===== config.mk =====
export PLATFORM = sky130hd
export DESIGN_NAME = mbx_doorbell
export DESIGN_NICKNAME = d
export VERILOG_FILES = /design/src/rtl/mbx_pkg.sv /design/src/rtl/mbx_fifo.sv /design/src/rtl/mbx_host_if.sv /design/src/rtl/mbx_doorbell.sv
export SDC_FILE = /design/constraint.sdc
export NUM_CORES = 1
export LEC_CHECK = 0
export ABC_AREA = 1
export CAP_MARGIN = 20
export CORE_MARGIN = 4
export CORE_UTILIZATION = 45
export DETAILED_ROUTE_END_ITERATION = 12
export DONT_BUFFER_PORTS = 1
export SETUP_SLACK_MARGIN = 0.05
export SYNTH_ARGS = -nofsm -noshare
export SYNTH_HDL_FRONTEND = slang
export SYNTH_SLANG_ARGS = --single-unit

===== constraint.sdc =====
create_clock -name clk -period 4.8 [get_ports clk]
set_input_delay 0.48 -clock clk [delete_from_list [all_inputs] [get_ports clk]]
set_output_delay 0.48 -clock clk [all_outputs]
set_load 0.01 [all_outputs]

===== src/rtl/mbx_pkg.sv =====
package mbx_pkg;
  localparam int WORD_W = 32;
  localparam int SRC_W  = 2;
  localparam int ADDR_W = 6;

  typedef enum logic [SRC_W-1:0] {
    SRC_HOST  = 2'd0,
    SRC_COPRO = 2'd1
  } src_e;

  typedef struct packed {
    src_e              src;
    logic [WORD_W-1:0] word;
  } mbx_entry_t;

  // register index = address bits [4:2]; bit 5 picks the window
  localparam logic [2:0] IDX_DATA   = 3'd0;
  localparam logic [2:0] IDX_POLL   = 3'd4;
  localparam logic [2:0] IDX_SENDER = 3'd5;
  localparam logic [2:0] IDX_STATUS = 3'd6;
  localparam logic [2:0] IDX_CONFIG = 3'd7;

  localparam int BIT_FULL  = 31;
  localparam int BIT_EMPTY = 30;
endpackage


===== src/rtl/mbx_fifo.sv =====
module mbx_fifo
  import mbx_pkg::*;
#(
  parameter int DEPTH = 8
) (
  input  logic                       clk,
  input  logic                       rst_n,
  input  logic                       push,
  input  mbx_entry_t                 push_entry,
  input  logic                       pop,
  output mbx_entry_t                 head,
  output logic                       full,
  output logic                       empty,
  output logic [$clog2(DEPTH+1)-1:0] level
);
  localparam int PTR_W = (DEPTH > 1) ? $clog2(DEPTH) : 1;
  localparam int LVL_W = $clog2(DEPTH + 1);
  localparam logic [PTR_W-1:0] PTR_LAST = PTR_W'(DEPTH - 1);
  localparam logic [LVL_W-1:0] LVL_MAX  = LVL_W'(DEPTH);

  mbx_entry_t        mem [DEPTH];
  logic [PTR_W-1:0]  wr_ptr_q, wr_ptr_d;
  logic [PTR_W-1:0]  rd_ptr_q, rd_ptr_d;
  logic [LVL_W-1:0]  count_q, count_d;

  always_comb begin
    wr_ptr_d = wr_ptr_q;
    rd_ptr_d = rd_ptr_q;
    count_d  = count_q;
    if (push) wr_ptr_d = (wr_ptr_q == PTR_LAST) ? '0 : wr_ptr_q + 1'b1;
    if (pop)  rd_ptr_d = (rd_ptr_q == PTR_LAST) ? '0 : rd_ptr_q + 1'b1;
    case ({push, pop})
      2'b10:   count_d = count_q + 1'b1;
      2'b01:   count_d = count_q - 1'b1;
      default: count_d = count_q;
    endcase
  end

  always_ff @(posedge clk or negedge rst_n) begin
    if (!rst_n) begin
      wr_ptr_q <= '0;
      rd_ptr_q <= '0;
      count_q  <= '0;
    end else begin
      wr_ptr_q <= wr_ptr_d;
      rd_ptr_q <= rd_ptr_d;
      count_q  <= count_d;
    end
  end

  always_ff @(posedge clk) begin
    if (push) mem[wr_ptr_q] <= push_entry;
  end

  assign head  = mem[rd_ptr_q];
  assign full  = (count_q == LVL_MAX);
  assign empty = (count_q == '0);
  assign level = count_q;

  assert_no_push_full_R3: assert property (@(posedge clk) disable iff (!rst_n)
    full |-> !push);
  assert_no_pop_empty_R5: assert property (@(posedge clk) disable iff (!rst_n)
    empty |-> !pop);
  assert_level_bound_R9: assert property (@(posedge clk) disable iff (!rst_n)
    count_q <= LVL_MAX);
  assert_full_by_push_R9: assert property (@(posedge clk) disable iff (!rst_n)
    $rose(full) |-> $past(push));
endmodule


===== src/rtl/mbx_host_if.sv =====
module mbx_host_if
  import mbx_pkg::*;
#(
  parameter int DEPTH = 8
) (
  input  logic                       clk,
  input  logic                       rst_n,
  input  logic [ADDR_W-1:0]          addr,
  input  logic                       wr_en,
  input  logic                       rd_en,
  input  logic [WORD_W-1:0]          wdata,
  output logic [WORD_W-1:0]          rdata,
  output logic                       out_push,
  output mbx_entry_t                 out_entry,
  input  mbx_entry_t                 out_head,
  input  logic                       out_full,
  input  logic                       out_empty,
  input  logic [$clog2(DEPTH+1)-1:0] out_level,
  output logic                       in_pop,
  input  mbx_entry_t                 in_head,
  input  logic                       in_full,
  input  logic                       in_empty,
  input  logic [$clog2(DEPTH+1)-1:0] in_level
);
  localparam int LVL_W = $clog2(DEPTH + 1);

  logic              aligned, win_out;
  logic [2:0]        idx;
  logic              wr_data_hit, rd_data_hit;
  mbx_entry_t        sel_head;
  logic              sel_full, sel_empty;
  logic [LVL_W-1:0]  sel_level;
  logic [WORD_W-1:0] status_word;
  logic [WORD_W-1:0] rdata_q, rdata_d;
  logic [WORD_W-1:0] last_q, last_d;
  logic              ovf_q, ovf_d;

  assign aligned = (addr[1:0] == 2'b00);
  assign win_out = addr[5];
  assign idx     = addr[4:2];

  assign wr_data_hit = wr_en & aligned & win_out & (idx == IDX_DATA);
  assign rd_data_hit = rd_en & aligned & ~win_out & (idx == IDX_DATA);

  assign out_push  = wr_data_hit & ~out_full;
  assign out_entry = '{src: SRC_HOST, word: wdata};
  assign in_pop    = rd_data_hit & ~in_empty;

  assign sel_head  = win_out ? out_head  : in_head;
  assign sel_full  = win_out ? out_full  : in_full;
  assign sel_empty = win_out ? out_empty : in_empty;
  assign sel_level = win_out ? out_level : in_level;

  always_comb begin
    status_word              = '0;
    status_word[BIT_FULL]    = sel_full;
    status_word[BIT_EMPTY]   = sel_empty;
    status_word[LVL_W-1:0]   = sel_level;
  end

  always_comb begin
    rdata_d = rdata_q;
    if (rd_en) begin
      if (!aligned) begin
        rdata_d = '0;
      end else begin
        case (idx)
          IDX_DATA:   rdata_d = win_out ? '0 : (in_empty ? last_q : in_head.word);
          IDX_POLL:   rdata_d = sel_empty ? '0 : sel_head.word;
          IDX_SENDER: rdata_d = sel_empty ? '0 : WORD_W'(sel_head.src);
          IDX_STATUS: rdata_d = status_word;
          IDX_CONFIG: rdata_d = win_out ? WORD_W'(ovf_q) : '0;
          default:    rdata_d = '0;
        endcase
      end
    end
  end

  assign last_d = in_pop ? in_head.word : last_q;
  assign ovf_d  = ovf_q | (wr_data_hit & out_full);

  always_ff @(posedge clk or negedge rst_n) begin
    if (!rst_n) begin
      rdata_q <= '0;
      last_q  <= '0;
      ovf_q   <= 1'b0;
    end else begin
      rdata_q <= rdata_d;
      last_q  <= last_d;
      ovf_q   <= ovf_d;
    end
  end

  assign rdata = rdata_q;

  assert_ovf_sticky_R3: assert property (@(posedge clk) disable iff (!rst_n)
    ovf_q |=> ovf_q);
  assert_drop_keeps_level_R3: assert property (@(posedge clk) disable iff (!rst_n)
    (wr_data_hit && out_full) |=> (out_level == $past(out_level) || out_level == $past(out_level) - 1'b1));
endmodule


===== src/rtl/mbx_doorbell.sv =====
module mbx_doorbell
  import mbx_pkg::*;
#(
  parameter int DEPTH = 8
) (
  input  logic              clk,
  input  logic              rst_n,
  input  logic [ADDR_W-1:0] host_addr,
  input  logic              host_wr_en,
  input  logic              host_rd_en,
  input  logic [WORD_W-1:0] host_wdata,
  output logic [WORD_W-1:0] host_rdata,
  output logic              cp_out_valid,
  input  logic              cp_out_ready,
  output logic [WORD_W-1:0] cp_out_word,
  input  logic              cp_in_valid,
  output logic              cp_in_ready,
  input  logic [WORD_W-1:0] cp_in_word
);
  localparam int LVL_W = $clog2(DEPTH + 1);

  logic             out_push, out_pop, out_full, out_empty;
  mbx_entry_t       out_entry, out_head;
  logic [LVL_W-1:0] out_level;
  logic             in_push, in_pop, in_full, in_empty;
  mbx_entry_t       in_entry, in_head;
  logic [LVL_W-1:0] in_level;

  mbx_fifo #(.DEPTH(DEPTH)) u_out_fifo (
    .clk(clk), .rst_n(rst_n),
    .push(out_push), .push_entry(out_entry), .pop(out_pop),
    .head(out_head), .full(out_full), .empty(out_empty), .level(out_level)
  );

  mbx_fifo #(.DEPTH(DEPTH)) u_in_fifo (
    .clk(clk), .rst_n(rst_n),
    .push(in_push), .push_entry(in_entry), .pop(in_pop),
    .head(in_head), .full(in_full), .empty(in_empty), .level(in_level)
  );

  mbx_host_if #(.DEPTH(DEPTH)) u_host_if (
    .clk(clk), .rst_n(rst_n),
    .addr(host_addr), .wr_en(host_wr_en), .rd_en(host_rd_en),
    .wdata(host_wdata), .rdata(host_rdata),
    .out_push(out_push), .out_entry(out_entry), .out_head(out_head),
    .out_full(out_full), .out_empty(out_empty), .out_level(out_level),
    .in_pop(in_pop), .in_head(in_head), .in_full(in_full),
    .in_empty(in_empty), .in_level(in_level)
  );

  // coprocessor side of the outbound queue
  assign cp_out_valid = ~out_empty;
  assign cp_out_word  = out_head.word;
  assign out_pop      = cp_out_valid & cp_out_ready;

  // coprocessor side of the inbound queue
  assign cp_in_ready = ~in_full;
  assign in_push     = cp_in_valid & cp_in_ready;
  assign in_entry    = '{src: SRC_COPRO, word: cp_in_word};

  assert_out_hold_R2: assert property (@(posedge clk) disable iff (!rst_n)
    (cp_out_valid && !cp_out_ready && !host_wr_en) |=> (cp_out_valid && $stable(cp_out_word)));
  assert_in_ready_R4: assert property (@(posedge clk) disable iff (!rst_n)
    (in_level == LVL_W'(DEPTH)) |-> !cp_in_ready);
  assert_poll_no_pop_R6: assert property (@(posedge clk) disable iff (!rst_n)
    (host_rd_en && host_addr == 6'h10 && !in_push) |=> (in_level == $past(in_level)));
  assert_empty_read_R7: assert property (@(posedge clk) disable iff (!rst_n)
    (host_rd_en && host_addr == 6'h00 && in_empty && !in_push) |=> in_empty);
endmodule


==> summary.txt <==
Drt
  – Via density: 5.16
  – DRC violations left: 0
  – 1st-iter DRT viols: 1654
  – Final WL: ~68 mm
  – Vias post-DR: 18.0k
  – Pre-antenna DRT Iters: 5
  – Wire per inst: 19.4 µm
  – Final ANT Viol Nets: 0

Synthesis
  – Flops & latches, synth: slightly below 600
  – Synthesized instance count: 2630
  – Main synth FF type: edfxtp_1
  – Synth Net Count: 2720
  – Yosys top cell area share: a little under 60%
  – Most frequent cell after synthesis: nand2_1
  – Yosys cell types: 33
  – Synthesized cell area: ~26000 µm²
  – Synth Warn #: 0
  – Sequential share of the synthesized area: 67.3%
  – Yosys top cell by area: edfxtp_1
  – Post-synth EDFFs: between 500 and 600
  – Avg Inst Size Synth: 9.89 µm²
  – Synth top area cells: edfxtp_1 (59%), nand2_1 (12%), dfrtp_1 (8.2%), nand3_1 (5.4%), inv_1 (4.8%)
  – Synth async-reset ratio: 14.2%
  – Most common library cells after synthesis: nand2_1 (814), edfxtp_1 (512), inv_1 (332)

Clock network
  – Clock sink total: 597
  – Clock buffer depth: 3
  – Reg clk slew, reported paths: 0.06 ns
  – Clock root buffer: clkbuf_16
  – Clock latency on the worst-skew pair: 0.60 ns
  – H-tree levels: 3
  – Post-CTS Resized: 0
  – CTS Buf Count: 66
  – CTS tree: done

Final layout
  – Area grow syn2layout: 14.0%
  – Share of cells above drive strength 1: 6.47%
  – Fillers: 4998
  – Final Util: between 50 and 60%
  – Final-stage net count: about 2.8k

Worst hold path
  – Hold WC Path Type: input pin to flip-flop
  – Hold path cells: 2
  – WHS Endpoint: u_host_if.ovf_q
  – Hold Path Origin: host_addr[5]

Global route
  – Global-route wire length before repair: 103 mm
  – Total gr overflow: 0
  – Vias in the first global route: 17.1k
  – Largest net degree at the start of global routing: between 80 and 90
  – Initial antenna violation count: 6
  – Tot GR Track Use: 21.6%

Timing
  – Worst setup margin: 0.972 ns
  – Max-slew violations: 0
  – Final Hold Fails: 0
  – Worst-case clock skew: 0.0187 ns
  – Final setup fails: 0
  – Slew @ Worst Pin: 1.08 ns
  – Rel. slew slack: 28.1%
  – Minimum clock period: about 3.8 ns
  – Setup TNS: 0 ns
  – Tcrit/Tclk final: 79.7%
  – Worst hold slack: between 0.05 and 0.06 ns
  – RSZ-0062 raised after global routing: no
  – Highest clock rate: roughly 260 MHz

Floorplanning
  – Top-level I/O count: approximately 140
  – DIE WIDTH: 248 µm
  – Core Region: 56800 µm²
  – Floorplan row count: 87
  – Die extent in y: 248 µm
  – Initial Util: 45.8%
  – Die area: 61700 µm²

Run
  – MaxCap Viol Count: 0

Setup path
  – Data required, critical path: 4.32 ns
  – CP max FO: between 70 and 80
  – Setup CP Type: flip-flop to output port
  – Worst path arrival time: 3.35 ns
  – Register-to-Register Path Depth: 12
  – Critical path capture point type: output port
  – RR Startpoint: u_out_fifo.rd_ptr_q[0]
  – CP startpoint kind: flip-flop
  – Capturing point of the worst reg2reg path: u_host_if.rdata[28]
  – R2R Setup Slk: 1.55 ns

Placement
  – Placer Congestion: 0.862
  – DP HPWL: 41.4 mm
  – Pre-CTS setup slack: ~1.3 ns
  – Port Buf Inserts: 0

Power
  – Pwr Density: about 540 nW/µm²
  – Peak supply drop: about 0.38 mV
  – Leak pwr: 0.0127 µW

Outcome
  – Status: complete, no violations
[through the flow]
stage	power, µW	std cells	area [µm²]
3_5_place_dp	10900	3294	26800
4_1_cts	16000	3477	29600
3_3_place_gp	10800	3293	26800
2_1_floorplan	9300	2630	26000
5_1_grt	16800	3478	29600
6_report	15900	3481	29700
[cells by family (layout without fill, tap and decap cells)]
| group | after synthesis | after routing | share of synthesized area (%) |
|---|---|---|---|
| AOI/OAI and AO/OA | 174 | 174 | 3.43 |
| buffers and inverters | 471 | 562 | 7.12 |
| other | 0 | 4 | 0 |
| DFF | 597 | 597 | 67.3 |
| adders and majority gates | 14 | 14 | 0.673 |
| and+or+nand+nor | 1369 | 1369 | 21.3 |
| xor gates and xnor gates | 5 | 5 | 0.168 |
[worst max-delay path by stage]
stage	start	end	slack (ns)	cells after the start
2_1_floorplan	host_addr[1]	u_out_fifo.mem[2][0]	0.73	5
3_3_place_gp	host_addr[5]	u_in_fifo.level[2]	1.39	10
3_5_place_dp	host_addr[5]	u_in_fifo.level[2]	1.31	10
4_1_cts	u_out_fifo.rd_ptr_q[0]	cp_out_word[1]	0.96	7
5_1_grt	u_out_fifo.rd_ptr_q[0]	cp_out_word[2]	0.77	6
6_report	u_out_fifo.rd_ptr_q[0]	cp_out_word[1]	0.97	7
[critical path: stages (launching register included)]
cell      delay, ns
dfrtp_4        0.80
clkinv_2       0.76
buf_12         0.48
nand2_1        0.10
nand3_1        0.07
nand3_1        0.12
o21ai_0        0.18
inv_1          0.20
[layout by cell type, fill, tap and decap left out, types with 2 or more instances in the layout]
cell type and count:
ha_1 14, clkbuf_16 68, o21ai_1 32, inv_6 4, nand3_1 279, xnor2_1 2, nor2_2 3, o21ai_0 115
o211ai_1 2, dlygate4sd3_1 65, diode_2 4, buf_4 36, clkinv_2 11, nand2_2 2, buf_12 3, edfxtp_1 512
clkbuf_1 12, xor2_1 3, nand2_1 814, nand4_1 2, inv_1 330, clkinvlp_4 3, dfrtp_1 80, or2_2 5
a21oi_1 19, dfrtp_2 3, dfrtp_4 2, nor3_2 8, clkinv_1 13, inv_2 6, nor2_4 8, nor2_1 244
bufinv_16 6
[routing by layer]
metal  share of wire (%)  global-route usage (%)  up-vias
li1                    -                       -     8605
met2                  47                    35.7      615
met3                 7.0                    4.03      135
met4                 3.1                    7.55        4
met1                  42                    28.9     8602
met5               0.021                       0        -
[final cells by class]
| class | count | area, µm² | area share [%] |
|---|---|---|---|
| Antenna cell | 4 | 10.0 | 0.0338 |
| Clock buffer | 80 | 1750 | 5.89 |
| Clock inverter | 37 | 373 | 1.26 |
| Inverter | 339 | 1270 | 4.30 |
| Multi-Input combinational cell | 1562 | 6770 | 22.8 |
| Sequential cell | 597 | 17500 | 59.1 |
| Tap cell | 756 | 946 | 3.19 |
| Timing Repair Buffer | 106 | 1020 | 3.45 |
[where the power goes]
group | switching [µW] | internal [µW]
registers | 341 | 6120
clock network | 2070 | 2930
logic | 3290 | 1140
total | 5700 | 10200
[flip-flops by register name, summed over array words and instances, names as in the netlist, 3 cells and up]
register	cells
u_in_fifo.mem	256
u_out_fifo.mem	256
u_host_if.last_q	32
u_host_if.rdata	32
u_in_fifo.level	4
u_out_fifo.level	4
u_in_fifo.rd_ptr_q	3
u_in_fifo.wr_ptr_q	3
u_out_fifo.rd_ptr_q	3
u_out_fifo.wr_ptr_q	3
[timing repair]
item / 4_1_cts / 5_1_grt
hold endpoints to repair: 597 / 0
endpoints found under the setup margin: 0 / 0
setup buffers: 0 / 0
hold buffers: 66 / 0
No activity file was read; power rests on OpenSTA's default activity.
